[src/rtl/rail_ctl_pkg.sv]
package rail_ctl_pkg;

    // Number of power modes carried by the one-hot mode vector.
    localparam int PM_MODES = 6;

    // Mode bit positions inside mode_i.
    localparam int MODE_HI_SPEED  = 0;
    localparam int MODE_LO_SPEED  = 1;
    localparam int MODE_DOZE      = 2;
    localparam int MODE_SLEEP     = 3;
    localparam int MODE_SUSPEND   = 4;
    localparam int MODE_OFF       = 5;

    // Field selected by a configuration write.
    typedef enum logic [1:0] {
        KIND_MASK  = 2'd0,
        KIND_SWVAL = 2'd1,
        KIND_SWSEL = 2'd2,
        KIND_POL   = 2'd3
    } wr_kind_e;

    // Per-pin configuration.
    typedef struct packed {
        logic [PM_MODES-1:0] mask;
        logic                swval;
        logic                swsel;
        logic                pol;
    } pin_cfg_t;

endpackage

[src/rtl/rail_pin_eval.sv]
module rail_pin_eval
    import rail_ctl_pkg::*;
(
    input  pin_cfg_t            cfg_i,
    input  logic [PM_MODES-1:0] mode_i,
    output logic                level_o
);

    logic mode_hit;
    logic active;

    always_comb begin
        // active in any mode whose mask bit is set
        mode_hit = |(cfg_i.mask & mode_i);
        // the software-direct select overrides the mode
        active   = cfg_i.swsel ? cfg_i.swval : mode_hit;
        // polarity selects an active-high or active-low pin
        level_o  = active ^ cfg_i.pol;
    end

endmodule

[src/rtl/rail_cfg_slot.sv]
module rail_cfg_slot
    import rail_ctl_pkg::*;
#(
    parameter bit FORCE_ON_RESIN = 1'b1,
    parameter bit RESIN_BIT      = 1'b0
) (
    input  logic                clk_i,
    input  logic                rst_ni,
    input  logic                resin_rise_i,
    input  logic                wr_hit_i,
    input  wr_kind_e            wr_kind_i,
    input  logic [PM_MODES-1:0] wr_data_i,
    output pin_cfg_t            cfg_o
);

    pin_cfg_t cfg_d, cfg_q;

    always_comb begin
        cfg_d = cfg_q;
        if (FORCE_ON_RESIN && resin_rise_i) begin
            // reset-input defaults beat a same-cycle write
            cfg_d.mask  = '0;
            cfg_d.swval = RESIN_BIT;
            cfg_d.swsel = 1'b1;
            cfg_d.pol   = 1'b0;
        end else if (wr_hit_i) begin
            unique case (wr_kind_i)
                KIND_MASK:  cfg_d.mask  = wr_data_i;
                KIND_SWVAL: cfg_d.swval = wr_data_i[0];
                KIND_SWSEL: cfg_d.swsel = wr_data_i[0];
                KIND_POL:   cfg_d.pol   = wr_data_i[0];
                default:    cfg_d       = cfg_q;
            endcase
        end
    end

    always_ff @(posedge clk_i or negedge rst_ni) begin
        if (!rst_ni) begin
            cfg_q <= '0;
        end else begin
            cfg_q <= cfg_d;
        end
    end

    assign cfg_o = cfg_q;

endmodule

[src/rtl/rail_ctl_pins.sv]
module rail_ctl_pins
    import rail_ctl_pkg::*;
#(
    parameter int                  NUM_PINS    = 5,
    parameter logic [NUM_PINS-1:0] RESIN_LEVEL = 5'b00001,
    parameter logic [NUM_PINS-1:0] RESIN_KEEP  = 5'b01000,
    localparam int                 PIN_IDX_W   = $clog2(NUM_PINS)
) (
    input  logic                 clk_i,
    input  logic                 rst_ni,
    input  logic [PM_MODES-1:0]  mode_i,
    input  logic                 resin_rise_i,
    input  logic                 wr_en_i,
    input  logic [1:0]           wr_kind_i,
    input  logic [PIN_IDX_W-1:0] wr_pin_i,
    input  logic [PM_MODES-1:0]  wr_data_i,
    output logic [NUM_PINS-1:0]  pin_o
);

    typedef struct packed {
        logic [NUM_PINS-1:0] pins;
    } pin_state_t;

    pin_state_t st_d, st_q;

    wr_kind_e            kind;
    pin_cfg_t            cfg   [NUM_PINS];
    logic [NUM_PINS-1:0] level;
    logic [NUM_PINS-1:0] wr_hit;

    assign kind = wr_kind_e'(wr_kind_i);

    for (genvar i = 0; i < NUM_PINS; i++) begin : g_pin
        // only the addressed, existing pin is written
        assign wr_hit[i] = wr_en_i && (wr_pin_i == PIN_IDX_W'(i));

        rail_cfg_slot #(
            .FORCE_ON_RESIN (!RESIN_KEEP[i]),   // kept pins ignore the edge
            .RESIN_BIT      (RESIN_LEVEL[i])
        ) u_slot (
            .clk_i        (clk_i),
            .rst_ni       (rst_ni),
            .resin_rise_i (resin_rise_i),
            .wr_hit_i     (wr_hit[i]),
            .wr_kind_i    (kind),
            .wr_data_i    (wr_data_i),
            .cfg_o        (cfg[i])
        );

        rail_pin_eval u_eval (
            .cfg_i   (cfg[i]),
            .mode_i  (mode_i),
            .level_o (level[i])
        );
    end

    always_comb begin
        st_d = st_q;
        for (int i = 0; i < NUM_PINS; i++) begin
            if (resin_rise_i && !RESIN_KEEP[i]) begin
                st_d.pins[i] = RESIN_LEVEL[i];
            end else begin
                st_d.pins[i] = level[i];
            end
        end
    end

    always_ff @(posedge clk_i or negedge rst_ni) begin
        if (!rst_ni) begin
            st_q <= '0;
        end else begin
            st_q <= st_d;
        end
    end

    assign pin_o = st_q.pins;

endmodule

[config.mk]
export PLATFORM = sky130hd
export DESIGN_NAME = rail_ctl_pins
export DESIGN_NICKNAME = d
export VERILOG_FILES = /design/src/rtl/rail_ctl_pkg.sv /design/src/rtl/rail_pin_eval.sv /design/src/rtl/rail_cfg_slot.sv /design/src/rtl/rail_ctl_pins.sv
export SDC_FILE = /design/constraint.sdc
export NUM_CORES = 1
export LEC_CHECK = 0
export CAP_MARGIN = 20
export CORE_ASPECT_RATIO = 1.2
export CORE_MARGIN = 2
export CORE_UTILIZATION = 67
export CTS_CLUSTER_SIZE = 20
export DETAILED_ROUTE_END_ITERATION = 12
export DONT_BUFFER_PORTS = 1
export GPL_ROUTABILITY_DRIVEN = 0
export PLACE_DENSITY = 0.83
export SLEW_MARGIN = 20
export SYNTH_ARGS = -nofsm -noshare
export SYNTH_HDL_FRONTEND = slang
export SYNTH_SLANG_ARGS = --single-unit
[constraint.sdc]
create_clock -name clk_i -period 1.9 [get_ports clk_i]
set_input_delay 0.285 -clock clk_i [delete_from_list [all_inputs] [get_ports clk_i]]
set_output_delay 0.285 -clock clk_i [all_outputs]
set_load 0.01 [all_outputs]
# --- Yosys cells after proc, flatten, opt, wreduce, memory -nomap -nowiden ---
# Cells that the tools add are included.
totals:
  register_bits: 50
classes:
  n_eq_ne: 7
  n_mux: 21
  bitwise: 10
  n_reduce_logical: 40
op_table:
  columns: ["operator", "count"]
  rows:
  - ["$mux 9", 8]
  - ["$reduce_and 2->1", 20]
  - ["$and 6x6->6", 5]
  - ["$reduce_or 6->1", 5]
  - ["$reduce_bool 2->1", 8]
  - ["$mux 1", 12]
  - ["$eq 3x2->1 const B", 2]
  - ["$mux 6", 1]
  - ["$logic_and 1x1->1", 5]
  - ["$xor 1x1->1", 5]
  - ["$eq 2x2->1 const B", 2]
  - ["$eq 3x1->1 const B", 1]
  - ["$eq 3x3->1 const B", 1]
  - ["$logic_not 3->1", 1]
  - ["$eq 2x1->1 const B", 1]
  - ["$logic_not 2->1", 1]

# --- Depth between registers and ports, before layout ---
depth:
  word_depth: 5
  ltp_mapped: 6
  mapped_depth_nobuf: 4

# --- By module ---
# From an unflattened synthesis, not the netlist that was laid out.
hier_totals:
  hier_cells: 222
  hier_area_um2: 2670.1
modules_own_cells:
  columns: ["module", "instances", "cells_each", "area_each_um2", "seq_area_each_um2"]
  rows:
  - ["rail_cfg_slot at g_pin[1].u_slot ...", 3, 39, 452.9, 225.2]
  - ["rail_cfg_slot at g_pin[0].u_slot", 1, 39, 450.4, 225.2]
  - ["rail_cfg_slot at g_pin[3].u_slot", 1, 22, 365.4, 225.2]
  - ["rail_pin_eval", 5, 6, 56.3, 0.0]
  - ["rail_ctl_pins", 1, 14, 214.0, 125.1]

# --- Least setup slack after synthesis ---
# No wires, ideal clock.
synth_path:
  path_type: "register -> register"
  from: "register g_pin[1].u_slot.cfg_q, in the netlist g_pin[1].u_slot.cfg_o[4]"
  to: "register st_q, in the netlist pin_o[1]"
  arrival_ns: 1.173
  required_ns: 1.813
  slack_ns: 0.641
  stages_incl_launch_ff: 5
  period_less_slack_ns: 1.259
  path_cell_list: "dfrtp_1 -> a22oi_1 -> nand2_1 -> or4_1 -> o211ai_1"
synth_lines:
  columns: ["item", "line", "source"]
  rows:
  - ["start, declared", "rail_cfg_slot.sv:16", "pin_cfg_t cfg_d, cfg_q;"]
  - ["start signal, assigned", "rail_cfg_slot.sv:41", "cfg_q <= cfg_d;"]
  - ["end signal, assigned", "rail_ctl_pins.sv:72", "st_q <= st_d;"]
  - ["end, declared", "rail_ctl_pins.sv:24", "pin_state_t st_d, st_q;"]

==> impl_summary.log <==
INFO  metric run_status = completed
INFO  metric number_of_gates_on_the_worst_path_with_buffers_counted = 4
INFO  metric worst_hold_startpoint = resin_rise_i
INFO  metric drt-initial-drc-count = 131
INFO  metric final_layout_size_suffix_gt1_frac = 0.1055
INFO  metric worst_clock_skew = 7.550 ps
INFO  metric syn-num-nets = 281
INFO  metric cellPowerDensity = 752.8 nW/µm²
INFO  metric timing.critical_path.to_type = flop
INFO  metric postSynth.asyncResetShare = 1.000
INFO  metric ioPinCount = 26
INFO  metric die_extent_in_x = 60 µm
INFO  metric max_slew.worst_pin.slew = 555.5 ps
INFO  metric post-synth-top-area-fraction = 0.4963
INFO  metric synth_largest_area_cell = dfrtp_1
INFO  metric fin_crit_sh = 0.7408
INFO  metric path_clk_slew = 90 ps
INFO  metric diodes = 0
INFO  metric worst-endpoint-arrival = 1630 ps
INFO  metric finalWirelength = 5.386 mm
INFO  metric hold-path-endpoint = g_pin[1].u_slot.cfg_o[0]
INFO  metric fp-row-count = 24
INFO  metric drcViolationCount = 0
INFO  metric post_drt_via_cell_ratio = roughly 6.3
INFO  metric irDropWorstVdd = 0.6031 mV
INFO  metric cts_resized = 0
INFO  metric finalSetupTns = 0 ps
INFO  metric synthesis.area = 2521 µm²
INFO  metric avgSynthCellArea = 9.697 µm²
INFO  metric synth-seq-cells = 50
INFO  metric netlist_top_cells_area = dfrtp_1 50%, nand2_1 6.6%, a21oi_1 6.4%
INFO  metric fin_worst_hold_slack = approximately 38 ps
INFO  metric worstSetupPathType = flop to flop
INFO  metric critical_path.slowest_cell = or4_1
INFO  metric clock_sink_count = 50
INFO  metric inserted_clock_buffers = 5
INFO  metric critPathRequiredTime = roughly 2100 ps
INFO  metric share_clk_of_total_power = 0.334
INFO  metric grt_usage = 0.2834
INFO  metric fin_util = 0.7252
INFO  metric place_inst = between 200 and 300
INFO  metric unrepaired_setup_endpoints_after_global_routing = no
INFO  metric maximum_number_of_pins_on_one_net_before_global_route_repair = 51
INFO  metric synthToLayoutAreaGrowth = 4.516%
INFO  metric worst_skew_pair_later_pin_latency = between 300 and 400 ps
INFO  metric p_sw_frac = 0.2409
INFO  metric power.total = 1.984 mW
INFO  metric finish.cell_count_without_fillers = 308
INFO  metric power.combinational.fraction = 0.085
INFO  metric cts_tree = yes
INFO  metric final_net_count = around 280
INFO  metric cp-start-kind = flop
INFO  metric holdPathStages = 1
INFO  metric critical_path.n_buffers_inverters = 0
INFO  metric timing.critical_path.cells = a22oi_1, nand2_1, or4_1, o211ai_1
INFO  metric grt_pass1_vias = around 1,900
INFO  metric global_route.overflow_total = 0
INFO  metric ys.flop_type = dfrtp_1
INFO  metric path_delay_family = simple AND/OR/NAND/NOR gates
INFO  metric worst_reg2reg_startpoint = g_pin[4].u_slot.cfg_o[4]
INFO  metric reg2reg_to = pin_o[4]
INFO  metric worst_path_max_stage_delay = 510 ps
INFO  metric cts_max_level = 2
INFO  metric yosysUniqueCellTypes = 37
INFO  metric die_area = about 4300 µm²
INFO  metric timing.reg2reg.worst_path_depth = 4
INFO  metric wire_length_of_the_first_global_routing_pass = 8.983 mm
INFO  metric r2r_slack = 490 ps
INFO  metric antenna_found_initial = 0
INFO  metric port_buffers = 0
INFO  metric cp_max_fo = 2
INFO  metric vias = 1,932
INFO  metric clock.fmax = 710.4 MHz
INFO  metric finalHoldViolCount = 0
INFO  metric timing.hold.worst.class = primary input to flop
INFO  metric setup-violations-final = 0
INFO  metric die-height = 71.20 µm
INFO  metric max-clock-path-buffers = 2
INFO  metric floorplan.initialDensity = 0.6939
INFO  metric ctsRootBufferMaster = clkbuf_8
INFO  metric floorplan.core_area = about 3600 µm²
INFO  metric max_cap_viol_count = 0
INFO  metric power.leakage = 1.078 nW
INFO  metric routed_length_per_placed_instance = 17.49 µm
INFO  metric p_int = about 1.5 mW
INFO  metric p_switching = 477.8 µW
INFO  metric synth_seq_area_share = 0.4963
INFO  metric post-route-min-period = 1408 ps
INFO  metric synth_enable_flop_cells = 0
INFO  metric detailedRoute.firstPassIterationCount = 4
INFO  metric antenna_violating_nets_post_route = 0
INFO  metric seqPwrFrac = 0.582
INFO  metric maxSlewViolCount = 0
INFO  metric slew_headroom = 0.6289
INFO  metric detailed_place_hpwl = 3.706 mm
INFO  metric post_cts_buffers = 0
INFO  metric yosysWarningCount = 0
INFO  metric netlist_instances = 260
registers in the layout, summed over array words and instances, names as in the netlist:
| register | count |
|---|---|
| pin_o | 5 |
| g_pin.u_slot.cfg_o | 45 |
what timing repair did:
item	4_1_cts	5_1_grt
hold buffers	2	0
hold endpoints to repair	50	0
endpoints found under the setup margin	0	0
power groups by stage:
stage	combinational [mW]	clock, mW	sequential, mW
after global routing	0.190	0.710	1.16
final	0.168	0.662	1.15
after detailed placement	0.141	0	1.18
after CTS	0.171	0.668	1.15
after global placement	0.136	0	1.17
after floorplan	0.146	0	1.17
logic make-up (layout without fill, tap and decap cells):
kind of cell,count (synthesis),count (layout),synth area share
mux,12,12,0.06055
simple gates,114,114,0.2337
flops,50,50,0.4963
xor+xnor,1,1,0.003475
compound gates,65,65,0.1598
buf+inv,18,14,0.04615
worst max-delay path by stage:
stage / start / to / slack, ps
floorplan: g_pin[1].u_slot.cfg_o[4] / pin_o[1] / 640
global placement: wr_pin_i[2] / g_pin[2].u_slot.cfg_o[1] / 500
detailed placement: wr_pin_i[2] / g_pin[2].u_slot.cfg_o[1] / 470
CTS: g_pin[2].u_slot.cfg_o[4] / pin_o[2] / 490
global route: g_pin[4].u_slot.cfg_o[3] / pin_o[4] / 420
finish: g_pin[4].u_slot.cfg_o[4] / pin_o[4] / 490
cells in the final DEF, fill, tap and decap left out, drive strengths merged, types with 3 or more instances in the layout:
| cell type | n |
|---|---|
| nand3 | 31 |
| a21oi | 32 |
| a21boi | 4 |
| a22oi | 11 |
| nor2b | 4 |
| and2b | 3 |
| dfrtp | 50 |
| and4bb | 3 |
| a311o | 4 |
| nor3 | 7 |
| mux2 | 8 |
| nand2 | 47 |
| a21o | 3 |
| o21ai | 6 |
| buf | 4 |
| clkbuf | 6 |
| mux2i | 4 |
| or4 | 3 |
| nor2 | 8 |
| o211ai | 3 |
Yosys cell counts, types with 2 or more instances:
master and number:
nand3_1 31, a21o_1 3, nand2_2 3, dfrtp_1 50, a211oi_1 2, buf_2 2
and4bb_1 2, buf_6 4, or4_1 3, and2b_1 3, nor3_1 7, o211ai_1 3
clkbuf_1 5, o21ai_0 6, mux2_2 2, a311o_1 4, nor2b_1 4, nand2_1 44
nor2_1 8, buf_4 4, a21boi_0 4, mux2i_1 4, a22oi_1 11, mux2_4 6
a21oi_1 32, nand2b_1 2
layout make-up:
cell class	instances	area [µm²]
Clock buffer	6	82.58
Clock inverter	2	16.27
Fill cell	283	998.5
Inverter	1	3.754
Multi-Input combinational cell	192	1156
Sequential cell	50	1251
Tap cell	52	65.06
Timing Repair Buffer	5	60.06
per-layer routing:
| metal | part of all wire | vias to the layer above | track usage |
|---|---|---|---|
| li1 | - | 917 | - |
| met1 | 0.41 | 950 | 0.3833 |
| met4 | 0.021 | 0 | 0.1012 |
| met3 | 0.053 | 11 | 0.06581 |
| met5 | 0 | - | 0 |
| met2 | 0.52 | 54 | 0.4444 |
through the flow:
stage               instance area (µm²)  worst slack, ps
floorplan                          2521            640.6
global placement                   2499            502.7
detailed placement                 2499            468.6
CTS                                2635            485.8
global route                       2635            423.4
finish                             2635            492.4
(Power assumes the default switching activity.)
